==> config.mk <==
export PLATFORM = sky130hd
export DESIGN_NAME = prbs_ber_ctrl
export DESIGN_NICKNAME = d
export VERILOG_FILES = /design/src/rtl/ber_pkg.sv /design/src/rtl/prbs31_word.sv /design/src/rtl/prbs_gen.sv /design/src/rtl/prbs_chk.sv /design/src/rtl/ber_ctrl_fsm.sv /design/src/rtl/prbs_ber_ctrl.sv
export SDC_FILE = /design/constraint.sdc
export NUM_CORES = 1
export LEC_CHECK = 0
export ABC_AREA = 1
export CAP_MARGIN = 20
export CORE_ASPECT_RATIO = 1.1
export CORE_MARGIN = 10
export CORE_UTILIZATION = 30
export CTS_CLUSTER_DIAMETER = 150
export DETAILED_ROUTE_END_ITERATION = 8
export MAX_ROUTING_LAYER = met4
export PLACE_DENSITY = 0.53
export SLEW_MARGIN = 15
export SYNTH_ARGS = -nofsm -noshare
export SYNTH_HDL_FRONTEND = slang
export SYNTH_HIERARCHICAL = 1
export SYNTH_SLANG_ARGS = --single-unit
==> constraint.sdc <==
create_clock -name clk_i -period 6.3 [get_ports clk_i]
set_clock_uncertainty 0.05 [all_clocks]
set_input_delay 1.26 -clock clk_i [delete_from_list [all_inputs] [get_ports clk_i]]
set_output_delay 1.26 -clock clk_i [all_outputs]
set_load 0.005 [all_outputs]
==> src/rtl/ber_pkg.sv <==
package ber_pkg;
  typedef enum logic [1:0] {
    ST_IDLE = 2'd0,
    ST_RUN  = 2'd1,
    ST_FAIL = 2'd2,
    ST_DONE = 2'd3
  } ber_st_e;

  localparam int unsigned PRBS_LEN  = 31;
  localparam int unsigned PRBS_TAP  = 28;
  localparam int unsigned ERR_W     = 32;
  localparam int unsigned ERR_LO_W  = 12;
  localparam int unsigned ERR_MID_W = 16;
  localparam int unsigned ERR_HI_W  = ERR_W - ERR_LO_W - ERR_MID_W;
endpackage

==> src/rtl/prbs31_word.sv <==
module prbs31_word
  import ber_pkg::*;
#(
  parameter int unsigned DATA_W = 32
) (
  input  logic [PRBS_LEN-1:0] hist_i,
  input  logic [DATA_W-1:0]   feed_i,
  input  logic                use_feed_i,
  output logic [DATA_W-1:0]   pred_o,
  output logic [PRBS_LEN-1:0] hist_o
);
  logic [PRBS_LEN-1:0] h;
  logic                p;

  // hist[0] is the newest bit; bit 0 of a word is the earliest in time
  always_comb begin
    h      = hist_i;
    p      = 1'b0;
    pred_o = '0;
    for (int i = 0; i < int'(DATA_W); i++) begin
      p         = h[PRBS_LEN-1] ^ h[PRBS_TAP-1];
      pred_o[i] = p;
      h         = {h[PRBS_LEN-2:0], use_feed_i ? feed_i[i] : p};
    end
    hist_o = h;
  end
endmodule

==> src/rtl/prbs_gen.sv <==
module prbs_gen
  import ber_pkg::*;
#(
  parameter int unsigned         DATA_W = 32,
  parameter int unsigned         INJ_W  = 12,
  parameter logic [PRBS_LEN-1:0] SEED   = 31'h2AC3_1F07
) (
  input  logic              clk_i,
  input  logic              rst_ni,
  input  logic              inj_load_i,
  input  logic [INJ_W-1:0]  inj_count_i,
  input  logic              inject_i,
  output logic [DATA_W-1:0] tx_data_o
);
  logic [PRBS_LEN-1:0] hist_q, hist_d;
  logic [DATA_W-1:0]   word, tx_q;
  logic [INJ_W-1:0]    prog_q, left_q;
  logic                gap_q, fire;

  prbs31_word #(.DATA_W(DATA_W)) u_word (
    .hist_i    (hist_q),
    .feed_i    ('0),
    .use_feed_i(1'b0),
    .pred_o    (word),
    .hist_o    (hist_d)
  );

  // one flip per word, never two corrupted words back to back
  assign fire = (left_q != '0) && !gap_q;

  always_ff @(posedge clk_i or negedge rst_ni) begin
    if (!rst_ni) begin
      hist_q <= SEED;
      prog_q <= '0;
      left_q <= '0;
      gap_q  <= 1'b0;
      tx_q   <= '0;
    end else begin
      hist_q <= hist_d;
      tx_q   <= word ^ {{(DATA_W-1){1'b0}}, fire};
      if (inj_load_i) prog_q <= inj_count_i;
      if (inject_i) begin
        left_q <= prog_q;
        gap_q  <= 1'b0;
      end else if (fire) begin
        left_q <= left_q - 1'b1;
        gap_q  <= 1'b1;
      end else begin
        gap_q  <= 1'b0;
      end
    end
  end

  assign tx_data_o = tx_q;


  inj_gap_chk: assert property (@(posedge clk_i) disable iff (!rst_ni)
    fire && !inject_i |=> !fire);

  seed_live_chk: assert property (@(posedge clk_i) disable iff (!rst_ni)
    hist_q != '0);
endmodule

==> src/rtl/prbs_chk.sv <==
module prbs_chk
  import ber_pkg::*;
#(
  parameter int unsigned DATA_W = 32
) (
  input  logic              clk_i,
  input  logic              rst_ni,
  input  logic [DATA_W-1:0] rx_data_i,
  input  logic              run_i,
  input  logic              clr_i,
  output logic [ERR_W-1:0]  err_cnt_o
);
  localparam int unsigned NW = $clog2(DATA_W + 1);

  logic [PRBS_LEN-1:0] ref_q, ref_d;
  logic [DATA_W-1:0]   pred, mism;
  logic [NW-1:0]       nerr;
  logic [ERR_W:0]      sum;
  logic [ERR_W-1:0]    err_q, err_sat;
  logic                lock_q;

  // unlocked: follow the received bits; locked: free-run own sequence
  prbs31_word #(.DATA_W(DATA_W)) u_word (
    .hist_i    (ref_q),
    .feed_i    (rx_data_i),
    .use_feed_i(!lock_q),
    .pred_o    (pred),
    .hist_o    (ref_d)
  );

  assign mism = rx_data_i ^ pred;

  always_comb begin
    nerr = '0;
    for (int i = 0; i < int'(DATA_W); i++) nerr = nerr + NW'(mism[i]);
  end

  assign sum     = {1'b0, err_q} + (ERR_W+1)'(nerr);
  assign err_sat = sum[ERR_W] ? '1 : sum[ERR_W-1:0];

  always_ff @(posedge clk_i or negedge rst_ni) begin
    if (!rst_ni) begin
      ref_q  <= '0;
      lock_q <= 1'b0;
      err_q  <= '0;
    end else begin
      ref_q <= ref_d;
      if (clr_i) begin
        lock_q <= 1'b0;
        err_q  <= '0;
      end else begin
        if (!lock_q && mism == '0) lock_q <= 1'b1;
        if (run_i && lock_q)       err_q  <= err_sat;
      end
    end
  end

  assign err_cnt_o = err_q;


  clr_zero_chk: assert property (@(posedge clk_i) disable iff (!rst_ni)
    clr_i |=> err_q == '0);

  no_wrap_chk: assert property (@(posedge clk_i) disable iff (!rst_ni)
    !clr_i |=> err_q >= $past(err_q));

  frozen_chk: assert property (@(posedge clk_i) disable iff (!rst_ni)
    !run_i && !clr_i |=> $stable(err_q));
endmodule

==> src/rtl/ber_ctrl_fsm.sv <==
module ber_ctrl_fsm
  import ber_pkg::*;
(
  input  logic       clk_i,
  input  logic       rst_ni,
  input  logic       start_i,
  input  logic       stop_i,
  output logic [1:0] status_o,
  output logic       run_o,
  output logic       clr_o
);
  ber_st_e st_q, st_d;

  always_comb begin
    st_d = st_q;
    if (start_i)     st_d = (st_q == ST_RUN) ? ST_FAIL : ST_RUN;
    else if (stop_i) st_d = (st_q == ST_RUN) ? ST_DONE : ST_FAIL;
  end

  always_ff @(posedge clk_i or negedge rst_ni) begin
    if (!rst_ni) st_q <= ST_IDLE;
    else         st_q <= st_d;
  end

  assign status_o = st_q;
  assign run_o    = (st_q == ST_RUN);
  assign clr_o    = start_i && (st_q != ST_RUN);


  start_run_chk: assert property (@(posedge clk_i) disable iff (!rst_ni)
    start_i && st_q != ST_RUN |=> st_q == ST_RUN);

  stop_done_chk: assert property (@(posedge clk_i) disable iff (!rst_ni)
    stop_i && !start_i && st_q == ST_RUN |=> st_q == ST_DONE);

  bad_cmd_chk: assert property (@(posedge clk_i) disable iff (!rst_ni)
    (start_i && st_q == ST_RUN) || (stop_i && !start_i && st_q != ST_RUN)
    |=> st_q == ST_FAIL);
endmodule

==> src/rtl/prbs_ber_ctrl.sv <==
module prbs_ber_ctrl
  import ber_pkg::*;
#(
  parameter int unsigned         DATA_W = 32,
  parameter int unsigned         INJ_W  = 12,
  parameter logic [PRBS_LEN-1:0] SEED   = 31'h2AC3_1F07
) (
  input  logic                 clk_i,
  input  logic                 rst_ni,
  input  logic                 start_i,
  input  logic                 stop_i,
  input  logic                 inj_load_i,
  input  logic [INJ_W-1:0]     inj_count_i,
  input  logic                 inject_i,
  output logic [DATA_W-1:0]    tx_data_o,
  input  logic [DATA_W-1:0]    rx_data_i,
  output logic [1:0]           status_o,
  output logic [ERR_LO_W-1:0]  err_lo_o,
  output logic [ERR_MID_W-1:0] err_mid_o,
  output logic [ERR_HI_W-1:0]  err_hi_o
);
  localparam int unsigned MID_LSB = ERR_LO_W;
  localparam int unsigned HI_LSB  = ERR_LO_W + ERR_MID_W;

  logic             run, clr;
  logic [ERR_W-1:0] err_cnt;

  ber_ctrl_fsm u_fsm (
    .clk_i   (clk_i),
    .rst_ni  (rst_ni),
    .start_i (start_i),
    .stop_i  (stop_i),
    .status_o(status_o),
    .run_o   (run),
    .clr_o   (clr)
  );

  prbs_gen #(.DATA_W(DATA_W), .INJ_W(INJ_W), .SEED(SEED)) u_gen (
    .clk_i      (clk_i),
    .rst_ni     (rst_ni),
    .inj_load_i (inj_load_i),
    .inj_count_i(inj_count_i),
    .inject_i   (inject_i),
    .tx_data_o  (tx_data_o)
  );

  prbs_chk #(.DATA_W(DATA_W)) u_chk (
    .clk_i    (clk_i),
    .rst_ni   (rst_ni),
    .rx_data_i(rx_data_i),
    .run_i    (run),
    .clr_i    (clr),
    .err_cnt_o(err_cnt)
  );

  assign err_lo_o  = err_cnt[ERR_LO_W-1:0];
  assign err_mid_o = err_cnt[HI_LSB-1:MID_LSB];
  assign err_hi_o  = err_cnt[ERR_W-1:HI_LSB];


  reset_idle_chk: assert property (@(posedge clk_i)
    !rst_ni |=> status_o == ST_IDLE || !rst_ni);
endmodule

Word level (Yosys, flattened, before mapping). Index checks and enable logic that the tools add are counted.

Input bits: 50. Output and inout port bits: 66. Bits in registers: 154. Logic and storage cells: 167.

Reduce and logical (&&, ||, !) cells: 12. $add $sub $neg: 33. Equality and inequality tests: 2. Muxes and demuxes: 45. Bitwise operators: 66.

Operator list (number): $add A6 B1 Y6 (30); $mux W32 (3); $xor A1 B1 Y1 (64); $mux W1 (37); $add A32 B6 Y33 (1); $logic_not A32 Y1 (1); $xor A32 B1 Y32 (1); $xor A32 B32 Y32 (1); $mux W12 (2); $reduce_bool A12 Y1 (1); $sub A12 B1 Y12 const B (1); $reduce_bool A2 Y1 (4); $mux W2 (3); $logic_and A1 B1 Y1 (4); $add A1 B1 Y2 (1); $eq A2 B1 Y1 const B (1); $logic_not A1 Y1 (2); $ne A2 B1 Y1 const B (1).

Depth between registers and ports, before layout.
Word-level depth: 39. Mapped depth: 35. Depth with buffers taken out: 35.

By module. The synthesis kept the hierarchy.

By module, submodules not included: prbs_chk (area an instance 4598.2 um2, cells each 567, instances 1, sequential area each 1601.5 um2); prbs_gen (area an instance 3009.1 um2, cells each 222, instances 1, sequential area each 2220.9 um2); prbs31_word (area an instance 807.0 um2, cells each 171, instances 2, sequential area each 0.0 um2); ber_ctrl_fsm (area an instance 127.6 um2, cells each 16, instances 1, sequential area each 50.0 um2).

Worst setup path before layout. Ideal clock, no wire load.

Path kind: input to register. Start point: input port rx_data_i[0]. End point: register u_chk.err_q[19], in the netlist u_chk/err_cnt_o[19]. Stages on the path: 29. Arrival: 6.948 ns. Library setup time: 0.066 ns. Slack: -0.763 ns. Data required time: 6.184 ns. Path buffers: 1. Path through: nand2_1 -> nand2_1 -> nand2_1 -> and2_1 -> xnor2_1 -> fa_1 -> fa_1 -> fa_1 -> inv_1 -> fa_1 -> inv_1 -> fa_1 -> fa_1 -> inv_1 -> ha_1 -> inv_1 -> fa_1 -> o21ai_0 -> xor2_1 -> ha_1 -> nand2_2 -> nor2_4 -> inv_1 -> o21ai_4 -> nand4_4 -> buf_6 -> nand3_1 -> nand2_1 -> nand2_1.

Elaborated cells between the ends (all ways): 39. Those cells by class: add/sub (32); mux (4); bitwise (3).

RTL lines: start: declaration (RTL line prbs_ber_ctrl.sv:16) `input logic [DATA_W-1:0] rx_data_i,`; $mux W1 (RTL line prbs31_word.sv:23) `h = {h[PRBS_LEN-2:0], use_feed_i ? feed_i[i] : p};`; $xor A1 B1 Y1 (RTL line prbs31_word.sv:21) `p = h[PRBS_LEN-1] ^ h[PRBS_TAP-1];`; named net u_chk.pred[28] (RTL line prbs_chk.sv:16) `logic [DATA_W-1:0] pred, mism;`; $xor A32 B32 Y32 (RTL line prbs_chk.sv:31) `assign mism = rx_data_i ^ pred;`; $add A6 B1 Y6 (4 in a row) (RTL line prbs_chk.sv:35) `for (int i = 0; i < int'(DATA_W); i++) nerr = nerr + NW'(mism[i]);`; $add A32 B6 Y33 (RTL line prbs_chk.sv:38) `assign sum = {1'b0, err_q} + (ERR_W+1)'(nerr);`; $mux W32 (RTL line prbs_chk.sv:39) `assign err_sat = sum[ERR_W] ? '1 : sum[ERR_W-1:0];`; $mux W32 (RTL line prbs_chk.sv:53) `if (run_i && lock_q) err_q <= err_sat;`; $mux W32 (RTL line prbs_chk.sv:48) `if (clr_i) begin`; end signal: assignment (RTL line prbs_chk.sv:53); end: declaration (RTL line prbs_chk.sv:19) `logic [ERR_W-1:0] err_q, err_sat;`.

The timed path passes the listed nets, and every way through them passes these cells. The select of a mux whose other input is x is not followed. A chain may end at the register's enable or synchronous reset.

Worst setup path after layout.
Start point: input port rx_data_i[0]. End point: register u_chk.ref_q[3].

Longest elaborated chain between the ends: 3.

RTL lines: $mux W1 (RTL line prbs31_word.sv:23); $xor A1 B1 Y1 (RTL line prbs31_word.sv:21); $mux W1 (RTL line prbs31_word.sv:23); named net u_chk.ref_d[3] (RTL line prbs_chk.sv:15) `logic [PRBS_LEN-1:0] ref_q, ref_d;`; end signal: assignment (RTL line prbs_chk.sv:47) `ref_q <= ref_d;`; end: declaration (RTL line prbs_chk.sv:15).

The timed path passes the listed nets, and every way through them passes these cells.

==> qor.yml <==
clock_tree:
  cts-root-buf: "clkbuf_16"
  htree_levels: 4
  clkTransAtPathRegs_ns: 0.07
  cts_hold_buffers: 0
  cts_sinks: 154
  clock_path_buffers: 2
  clkLatencyLatePin_ns: 0.44
  cts_tree: "built"
  numCtsBuffers: 17
sta:
  final.min_clock_period_ns: 7.05
  rsz0062_at_grt: "true"
  worst_slew_pin_slew_ns: 0.849
  slew_viol_final: 0
  fin_ws_ns: -0.746
  final-hold-violation-count: 0
  fmax_mhz: 142
  relSlewSlack: 0.434
  final-setup-viol-count: 33
  holdWs_ns: 0.442
  finalCritPeriodShare: 1.12
global_routing:
  grt_pass1_vias: 8874
  top_usage_layer: "met2"
  overflow: 0
  globalRouteMet2Util: 0.255
  grt_pass1_wl_um: 46600
  grt_use_total: 0.156
  met3_usage: 0.0410
  antenna_found_initial: 3
  grt_max_degree: 65
  use_met1: 0.179
synth:
  ys.flop_type: "dfrtp_1"
  synth_top_area_frac: 0.372
  synth_compound_area_frac: 0.0260
  synth_top_area_cell: "dfrtp_1"
  async_reset_ff_frac: 1.00
  synthesis.instances: 1147
  synth_top_family_by_area: "simple AND/OR/NAND/NOR gates"
  synthAdderAreaFrac: 0.0776
  avgSynthCellArea_um2: 8.15
  ys_ff_latch: 154
  synth-edff-count: 0
  synth_common_cells: "439 x nand2_1, 139 x dfrtp_1, 123 x inv_1, 75 x nand3_1, 71 x xor2_1"
  synth.most_common_cell: "nand2_1"
  synth_cell_types: 36
  synth_xor_area_frac: 0.0890
  synthTopCellsByArea: "dfrtp_1 37%, nand2_1 18%, xor2_1 6.7%"
  synthMuxAreaShare: 0.0145
  yosysSeqAreaShare: 0.414
  yosysWarnings: 6
  synth_simple_gate_area_frac: 0.309
  synth.cell_area_mm2: 0.00935
critical_path:
  critPathMaxFanout: 2
  cp_common_cell: "buf_4"
  r2r_start: "u_chk/lock_q"
  slowest_stage: "buf_4"
  cp.required_ns: 6.59
  setup.worst_path.end_class: "flop"
  arrival_ns: 7.33
  worstSetupPathType: "in -> reg"
  ff2ff_setup_slack_ns: -0.61
  max_stage_delay_ns: 0.13
  worstSetupStartpoint: "rx_data_i[0]"
  cp-start-kind: "input pin"
power_and_ir_drop:
  power.density_mw_per_mm2: 568
  vdd_drop_max_uv: 828
  p_leak_nw: 6.84
detailed_routing:
  drt_wl_total_um: 29000
  vias: 8461
  drt_iter0_drc: 531
  wl_per_cell_um: 15.2
  drtPass1Iterations: 5
  drtAntennaViolNets: 0
  drc: 0
  vias_per_cell: 4.44
die:
  dieArea_mm2: 0.0386
  row_count: 67
  coreArea_mm2: 0.0306
  die_h_um: 205
  ios: 116
  initial_core_util: 0.306
  die_w_um: 188
hold_path:
  holdCritPathClass: "reg -> reg"
  hp-start: "u_gen/hist_q[15]"
placement:
  port_buffers: 115
  place_congestion: 0.907
  dp_hpwl_um: 19500
  dp_cells: 1769
  dp_slack_ns: -1.64
finish:
  drive_gt1_frac: 0.273
  ff_latch_area_mm2: 0.00387
  num-fill-cells: 2942
  utilization: 0.444
  multi_input_area_mm2: 0.00546
  area_growth_pct: 45.2
  nNetsFinal: 1570
  finalNonFillerCells: 1907
outcome:
  violations: "negative setup slack"
  status: "complete, but fails checks"
job:
  drv_cap: 0
==> critical path: cells and delay by family <==
| kind | cells | cell delay (ns) |
|---|---|---|
| AND/OR/NAND/NOR | 5 | 0.30 |
| buffers and inverters | 47 | 5.81 |
==> path summary, 6_finish.rpt <==
path / endpoint / depth (start not counted)
setup / recovery: u_chk/ref_q[3] / 52
hold / removal: u_gen/tx_data_o[12] / 1
setup reg to reg: u_chk/ref_q[3] / 53
hold reg to reg: u_gen/tx_data_o[12] / 1
max in group asynchronous: u_gen/prog_q[6] / 2
min in group asynchronous: u_gen/tx_data_o[10] / 1
==> flip-flops by register name (all words and copies together) (netlist names), 2 cells and up <==
register / cells
u_gen/left_q: 12
u_gen/tx_data_o: 32
u_chk/err_cnt_o: 32
u_chk/ref_q: 31
u_fsm/status_o: 2
u_gen/prog_q: 12
u_gen/hist_q: 31
==> where the power goes <==
group          switching (mW)  internal [mW]
logic                    2.83           2.54
registers               0.102           1.15
clock network           0.483          0.601
total                    3.41           4.29
==> routing by layer <==
metal / share of wire / wire length (µm) / up-vias
met5: 0 / 0 / -
met4: 0.029 / 856 / 0
met3: 0.056 / 1640 / 62
met2: 0.49 / 14200 / 227
met1: 0.43 / 12400 / 3998
li1: - / - / 4174
==> what timing repair did <==
action                                  CTS  global route
resized for setup                        92            56
buffers inserted                        104             4
hold endpoints to repair                  0             0
pin swaps                                44            33
endpoints found under the setup margin   32            34
gates cloned                              1             1
==> per-stage QoR <==
| stage | TNS [ns] | area [µm²] | power (mW) |
|---|---|---|---|
| global route | -23.93 | 13600 | 8.60 |
| finish | -14.53 | 13600 | 7.70 |
| floorplan | -17.23 | 9610 | 4.43 |
| detailed placement | -48.81 | 11700 | 5.71 |
| global placement | -47.78 | 11700 | 5.70 |
| CTS | -14.20 | 13400 | 7.28 |
==> cell type report <==
class                   instances  share of cell area
diodes                          3            0.000553
clock buffers                  17              0.0313
clock inverters                15              0.0135
inverters                     127              0.0351
multi-input cells             878               0.402
flip-flops and latches        154               0.285
well taps                     414              0.0382
repair buffers                299               0.194
==> kinds of logic (layout without fill, tap and decap cells) <==
kind of cell               after synthesis  after routing
AOI/OAI and AO/OA                       36             36
xor gates and xnor gates                95             95
adders and majority gates               43             43
buffers and inverters                  154            458
DFF                                    154            154
muxes                                   12             12
other                                    1             43
and+or+nand+nor                        652            652
==> cell usage in the layout (no fill, tap or decap), types with 5 or more instances in the layout <==
| cell | netlist | routed |
|---|---|---|
| and2_1 | 8 | 5 |
| buf_4 | 4 | 170 |
| buf_6 | 5 | 11 |
| clkbuf_16 | 0 | 19 |
| clkdlybuf4s50_1 | 0 | 96 |
| conb_1 | 1 | 40 |
| dfrtp_1 | 139 | 139 |
| dfstp_2 | 15 | 15 |
| dlygate4sd2_1 | 0 | 12 |
| fa_1 | 25 | 23 |
| ha_1 | 18 | 16 |
| inv_1 | 123 | 117 |
| inv_2 | 4 | 10 |
| mux2_2 | 12 | 12 |
| nand2_1 | 439 | 400 |
| nand2_2 | 19 | 42 |
| nand2_4 | 1 | 15 |
| nand3_1 | 75 | 55 |
| nand3_2 | 14 | 33 |
| nand3b_1 | 6 | 6 |
| nand4_1 | 14 | 14 |
| nor2_1 | 42 | 38 |
| nor2_2 | 8 | 11 |
| nor2_4 | 4 | 5 |
| nor3_1 | 14 | 14 |
| o211ai_1 | 6 | 6 |
| o21ai_0 | 17 | 6 |
| o21ai_1 | 0 | 5 |
| o21ai_2 | 6 | 12 |
| xnor2_1 | 24 | 15 |
| xnor2_2 | 0 | 8 |
| xor2_1 | 71 | 67 |
Note: power is estimated with default switching activity, not from simulation.
